**config.mk**
```make
export PLATFORM = sky130hd
export DESIGN_NAME = mb_dequant_seq
export DESIGN_NICKNAME = d
export VERILOG_FILES = /design/src/rtl/mb_dequant_seq_pkg.sv /design/src/rtl/mb_dequant_dp.sv /design/src/rtl/mb_dequant_ctl.sv /design/src/rtl/mb_dequant_seq.sv
export SDC_FILE = /design/constraint.sdc
export NUM_CORES = 2
export LEC_CHECK = 0
export BUFFER_PORTS_ARGS = -buffer_cell sky130_fd_sc_hd__buf_2
export CAP_MARGIN = 40
export CORE_MARGIN = 2
export CORE_UTILIZATION = 41
export CTS_BUF_LIST = sky130_fd_sc_hd__clkbuf_2 sky130_fd_sc_hd__clkbuf_4 sky130_fd_sc_hd__clkbuf_8
export CTS_CLUSTER_SIZE = 8
export DETAILED_ROUTE_END_ITERATION = 8
export GPL_ROUTABILITY_DRIVEN = 0
export GPL_TIMING_DRIVEN = 0
export HOLD_SLACK_MARGIN = 0.12
export PLACE_DENSITY_LB_ADDON = 0.3
export SYNTH_ARGS = -nofsm -noshare
export SYNTH_HDL_FRONTEND = slang
export SYNTH_SLANG_ARGS = --single-unit
```
**constraint.sdc**
```tcl
create_clock -name clk -period 5.6 [get_ports clk]
set_clock_uncertainty 0.1 [all_clocks]
set_input_delay 1.12 -clock clk [delete_from_list [all_inputs] [get_ports clk]]
set_output_delay 1.12 -clock clk [all_outputs]
set_load 0.05 [all_outputs]
```
**src/rtl/mb_dequant_seq_pkg.sv**
```systemverilog
package mb_dequant_seq_pkg;
  // strobes from the sequencer to the datapath
  typedef struct packed {
    logic isDc;   // offered word is the first of its block
    logic wr;     // take the offered word as a coefficient
    logic clr;    // block completed: wipe store, rewind position
  } dqStrobe_t;

  typedef enum logic {ST_ACCEPT, ST_BUSY} seqState_t;
endpackage

```
**src/rtl/mb_dequant_dp.sv**
```systemverilog
module mb_dequant_dp
  import mb_dequant_seq_pkg::*;
#(
  parameter int WORD_W = 16,
  parameter int COEF_W = 10,
  parameter int Q_W    = 8,
  parameter int OUT_W  = 16,
  parameter int DEPTH  = 64
) (
  input  logic              clk,
  input  logic              rstN,
  input  dqStrobe_t         strb,
  input  logic [WORD_W-1:0] inWord,
  output logic [$clog2(DEPTH)-1:0] tblAddr,
  input  logic [Q_W-1:0]    tblQ,
  input  logic [$clog2(DEPTH)-1:0] rdAddr,
  output logic [OUT_W-1:0]  rdData
);
  localparam int AW    = $clog2(DEPTH);
  localparam int RUN_W = WORD_W - COEF_W;
  localparam logic signed [31:0] MAX_V = 32'sd2 ** (OUT_W - 1) - 1;
  localparam logic signed [31:0] MIN_V = -(32'sd2 ** (OUT_W - 1));

  logic [AW:0]        pos;        // value DEPTH marks an overrun block
  logic [AW+1:0]      nextPos;
  logic               nextFits;
  logic [RUN_W-1:0]   runField;
  logic signed [31:0] ci, qS, prod, scaled, corr, raw;
  logic [OUT_W-1:0]   dqVal;
  logic [OUT_W-1:0]   coefMem [DEPTH];

  assign runField = inWord[WORD_W-1:COEF_W];
  assign nextPos  = (AW+2)'(pos) + (AW+2)'(runField) + (AW+2)'(1);
  assign nextFits = nextPos < (AW+2)'(DEPTH);
  assign tblAddr  = strb.isDc ? '0 : nextPos[AW-1:0];

  always_comb begin
    ci     = {{(32-COEF_W){inWord[COEF_W-1]}}, inWord[COEF_W-1:0]};
    qS     = {{(32-Q_W){1'b0}}, tblQ};
    prod   = ci * qS;
    scaled = strb.isDc ? prod : (prod >>> 3);
    if (ci > 0)      corr = -32'sd8;
    else if (ci < 0) corr = 32'sd8;
    else             corr = '0;
    if (tblQ == '0) raw = ci <<< 5;
    else            raw = (scaled <<< 4) + corr;
    if (raw > MAX_V)      dqVal = MAX_V[OUT_W-1:0];
    else if (raw < MIN_V) dqVal = MIN_V[OUT_W-1:0];
    else                  dqVal = raw[OUT_W-1:0];
  end

  always_ff @(posedge clk or negedge rstN) begin
    if (!rstN) begin
      pos <= '0;
      for (int i = 0; i < DEPTH; i++) coefMem[i] <= '0;
    end else if (strb.clr) begin
      pos <= '0;
      for (int i = 0; i < DEPTH; i++) coefMem[i] <= '0;
    end else if (strb.wr) begin
      if (strb.isDc) begin
        pos        <= '0;
        coefMem[0] <= dqVal;
      end else if (nextFits) begin
        pos                     <= nextPos[AW:0];
        coefMem[nextPos[AW-1:0]] <= dqVal;
      end else begin
        pos <= (AW+1)'(DEPTH);
      end
    end
  end

  assign rdData = coefMem[rdAddr];
endmodule

```
**src/rtl/mb_dequant_ctl.sv**
```systemverilog
module mb_dequant_ctl
  import mb_dequant_seq_pkg::*;
#(
  parameter int RUN_W      = 6,
  parameter int BUDGET     = 512,
  parameter int NUM_BLK    = 6,
  parameter int LUMA_FIRST = 2
) (
  input  logic             clk,
  input  logic             rstN,
  input  logic             inValid,
  input  logic [RUN_W-1:0] runField,
  output logic             inReady,
  output logic             xfStart,
  input  logic             xfDone,
  output dqStrobe_t        strb,
  output logic [$clog2(NUM_BLK)-1:0] blkIdx,
  output logic             lumaBlk,
  output logic             colorGo,
  output logic [$clog2(BUDGET+1)-1:0] budgetCnt
);
  localparam int BW = $clog2(BUDGET + 1);
  localparam int IW = $clog2(NUM_BLK);

  seqState_t state;
  logic      expectDc, doneSeen, accept, endWord, finish;

  assign inReady = (state == ST_ACCEPT);
  assign accept  = inValid && inReady;
  assign endWord = accept && !expectDc && (runField == '1);
  assign finish  = (state == ST_BUSY) && (budgetCnt == '0) && (doneSeen || xfDone);
  assign lumaBlk = blkIdx >= IW'(LUMA_FIRST);

  assign strb.isDc = expectDc;
  assign strb.wr   = accept && !endWord;
  assign strb.clr  = finish;

  always_ff @(posedge clk or negedge rstN) begin
    if (!rstN) begin
      state     <= ST_ACCEPT;
      expectDc  <= 1'b1;
      doneSeen  <= 1'b0;
      xfStart   <= 1'b0;
      colorGo   <= 1'b0;
      blkIdx    <= '0;
      budgetCnt <= '0;
    end else begin
      xfStart <= 1'b0;
      colorGo <= 1'b0;
      if (state == ST_ACCEPT) begin
        if (endWord) begin
          state     <= ST_BUSY;
          xfStart   <= 1'b1;
          budgetCnt <= BW'(BUDGET - 1);
          doneSeen  <= 1'b0;
        end else if (accept && expectDc) begin
          expectDc <= 1'b0;
        end
      end else if (finish) begin
        state    <= ST_ACCEPT;
        expectDc <= 1'b1;
        doneSeen <= 1'b0;
        colorGo  <= lumaBlk;
        blkIdx   <= (blkIdx == IW'(NUM_BLK - 1)) ? '0 : blkIdx + 1'b1;
      end else begin
        if (budgetCnt != '0) budgetCnt <= budgetCnt - 1'b1;
        if (xfDone) doneSeen <= 1'b1;
      end
    end
  end
endmodule

```
**src/rtl/mb_dequant_seq.sv**
```systemverilog
module mb_dequant_seq
  import mb_dequant_seq_pkg::*;
#(
  parameter int WORD_W     = 16,
  parameter int COEF_W     = 10,
  parameter int Q_W        = 8,
  parameter int OUT_W      = 16,
  parameter int DEPTH      = 64,
  parameter int BUDGET     = 512,
  parameter int NUM_BLK    = 6,
  parameter int LUMA_FIRST = 2
) (
  input  logic                  clk,
  input  logic                  rstN,
  input  logic                  inValid,
  input  logic [WORD_W-1:0]     inWord,
  output logic                  inReady,
  output logic [$clog2(DEPTH)-1:0] tblAddr,
  input  logic [Q_W-1:0]        tblQ,
  output logic                  xfStart,
  input  logic                  xfDone,
  input  logic [$clog2(DEPTH)-1:0] rdAddr,
  output logic [OUT_W-1:0]      rdData,
  output logic [$clog2(NUM_BLK)-1:0] blkIdx,
  output logic                  lumaBlk,
  output logic                  colorGo,
  output logic [$clog2(BUDGET+1)-1:0] budgetCnt
);
  localparam int RUN_W = WORD_W - COEF_W;

  dqStrobe_t strb;

  mb_dequant_ctl #(
    .RUN_W(RUN_W), .BUDGET(BUDGET), .NUM_BLK(NUM_BLK), .LUMA_FIRST(LUMA_FIRST)
  ) uCtl (
    .clk(clk), .rstN(rstN), .inValid(inValid),
    .runField(inWord[WORD_W-1:COEF_W]), .inReady(inReady),
    .xfStart(xfStart), .xfDone(xfDone), .strb(strb),
    .blkIdx(blkIdx), .lumaBlk(lumaBlk), .colorGo(colorGo), .budgetCnt(budgetCnt)
  );

  mb_dequant_dp #(
    .WORD_W(WORD_W), .COEF_W(COEF_W), .Q_W(Q_W), .OUT_W(OUT_W), .DEPTH(DEPTH)
  ) uDp (
    .clk(clk), .rstN(rstN), .strb(strb), .inWord(inWord),
    .tblAddr(tblAddr), .tblQ(tblQ), .rdAddr(rdAddr), .rdData(rdData)
  );
endmodule

```
==> qor.csv <==
metric,value,unit
number of synthesized flops with an enable pin,0,
min Tclk post-route,7.74,ns
Final HPWL DP,120000,um
Final Util,51.8,%
Setup WS pre-CTS,-3.91,ns
worst min path class,reg -> reg,
DRT antenna net count,0,
CTS Buffer Depth,3,
largest net degree at the start of global routing,118,
antenna violations before repair,15,
"area leader, netlist",dfrtp_1,
count of cell types in the netlist,67,
CTS buffer count,157,
post-synthesis cell area,46000,um2
Reg2Reg Depth,21,
worst slew pin tran,1.04,ns
max incr delay on CP,0.51,ns
Final Cycle Share,138,%
Worst-path clk slew,0.06,ns
CTS tree,built,
final hold violations,0,
"Seq/Total Area, Yosys",50.1,%
wire per inst,28.4,um
global-route wire length before repair,253000,um
input/output buffers,59,
# DRC,0,
drt via density,6.39,
die width,339,um
share of the synthesized area in the top cell type,50.1,%
drt total wl,177000,um
Root Driver,clkbuf_8,
status,finished with violations,
ys flop type,dfrtp_1,
Syn Inst Count,4192,
"Avg Cell Area, Syn",11.0,um2
synth top area cells,"dfrtp_1 (50%), mux4_2 (14%), nand3_1 (9.9%)",
ys async rst share,100,%
Core Region,111000,um2
pins over their slew limit,0,
hold path depth,2,
syn_nets,4358,
crit path kind,in -> reg,
CTS Sinks,921,
total die area,115000,um2
FP Rows,122,
crit path max-delay cell type,fa_1,
WP data required,6.18,ns
Pre-Repair DR Iteration Count,6,
CP arrival,8.32,ns
Die Ht,339,um
GRT overflow,0,
max cap viols,0,
Slew HR,30.6,%
DP Cell Count,5807,
Overall Global Routing Usage,29.6,%
# H-tree levels,4,
RSZ-0062 raised after global routing,true,
# IOs,73,
Nets,4806,
"non-filler cells, final",6238,
Max Fanout on Critical Path,6,
YS warnings,0,
post-route setup slack,-2.14,ns
vias in the first global route,37900,
CP endpoint kind,flip-flop,
FMAX,0.129,GHz
Setup Viol. Count Final,912,
P&R area growth vs syn,25.1,%
Startpoint Class,primary input,
layout cells sized above 1,26.9,%
later-pin clock latency in the skew report,0.85,ns
Initial Util,41.4,%
"FF+latch count, synth",921,
violated checks,negative setup slack,
Vias,39900,
initial drt markers,5456,
cells in the final DEF, fill, tap and decap left out, drive strengths merged, types with 47 or more instances in the layout:
cell type / netlist / routed
o21ai: 949 / 949
nand2: 155 / 155
inv: 112 / 121
nand3: 909 / 909
clkbuf: 372 / 617
mux4: 294 / 294
fa: 68 / 68
buf: 41 / 326
dfrtp: 920 / 920
and2: 47 / 47
ha: 64 / 64
cell families (layout without fill, tap and decap cells):
group	after synthesis	count (layout)	share of synthesized area (%)
compound gates	1043	1043	11.9
xor+xnor	43	43	0.819
fa+ha+maj	132	132	4.70
buf+inv	527	1080	4.51
flops	921	921	50.1
mux	302	302	14.6
other cells	0	4	0
simple gates	1224	1225	13.3
repair_timing:
action                     CTS  global route
hold buffers                 1             0
buffers inserted            65            53
gates resized for setup    416           540
pin swaps                  106           136
hold endpoints to repair    63             0
setup endpoints to repair  912           912
gates cloned                19            32
cells in the mapped netlist, drive strengths merged, types with 3 or more instances:
library cell / instances
a211oi: 3
a21boi: 3
a21o: 16
a21oi: 34
a221oi: 6
a31oi: 8
and2: 47
and3: 3
buf: 41
clkbuf: 372
dfrtp: 920
fa: 68
ha: 64
inv: 112
mux2: 3
mux2i: 5
mux4: 294
nand2: 155
nand2b: 8
nand3: 909
nand4: 4
nor2: 42
nor2b: 9
nor3: 11
nor4: 11
nor4b: 3
o211ai: 6
o21a: 5
o21ai: 949
or2: 4
or3: 4
or4: 6
xnor2: 29
xor2: 14
routing by layer:
metal / share of wire (%) / track usage, % / vias up
met1: 37 / 39.7 / 20400
li1: - / - / 16300
met3: 13 / 10.0 / 570
met5: 0.036 / 0 / -
met4: 6.3 / 14.7 / 10
met2: 43 / 42.7 / 2622
flip-flops by register name, summed over array words and instances (netlist names):
register        flops
uCtl.blkIdx         3
uDp.pos             7
uCtl.state          1
uCtl.budgetCnt     10
uCtl.colorGo        1
uCtl.xfStart        1
uCtl.expectDc       1
uDp.coefMem       896
uCtl.doneSeen       1
worst max-delay path: cells and delay by family:
kind	cells	cell delay (ns)
AOI/OAI and AO/OA	14	2.55
xor gates and xnor gates	1	0.10
adders and majority gates	6	2.26
buffers and inverters	11	1.31
muxes	2	0.43
and+or+nand+nor	4	0.53
metrics by stage:
stage                     TNS [ns]  area, um2  hold WS (ns)
after floorplan           -1918.87      46200         0.349
after global placement           -      48400         0.369
after detailed placement  -3174.62      49500         0.384
after CTS                 -1748.83      55100         0.396
after global routing      -1962.28      57500         0.409
final                     -1748.69      57500         0.392
final cells by class:
type	count	area (um2)
antenna	4	10.0
buffer	406	2790
clock buffer	244	3060
clock inverter	21	246
fill	9591	53500
inverter	114	428
multi-input combinational	2745	22300
sequential	921	23000
tap	1488	1860
timing repair buffer	295	3800
worst paths after layout:
path | end | start | slack, ns
worst min-delay path | uDp.coefMem[650] | uDp.coefMem[650] | 0.39
max in group asynchronous | uDp.coefMem[92] | rstN | 2.84
min in group asynchronous | uDp.coefMem[648] | rstN | 0.70
worst max register to register | uDp.coefMem[168] | uCtl.expectDc | -0.11
worst min register to register | uDp.coefMem[650] | uDp.coefMem[650] | 0.39
worst max-delay path | uDp.coefMem[168] | tblQ[1] | -2.14
Power is left out: the tool's default activity adds up to more than one toggle a clock period on the data nets, which glitch-free logic cannot reach.
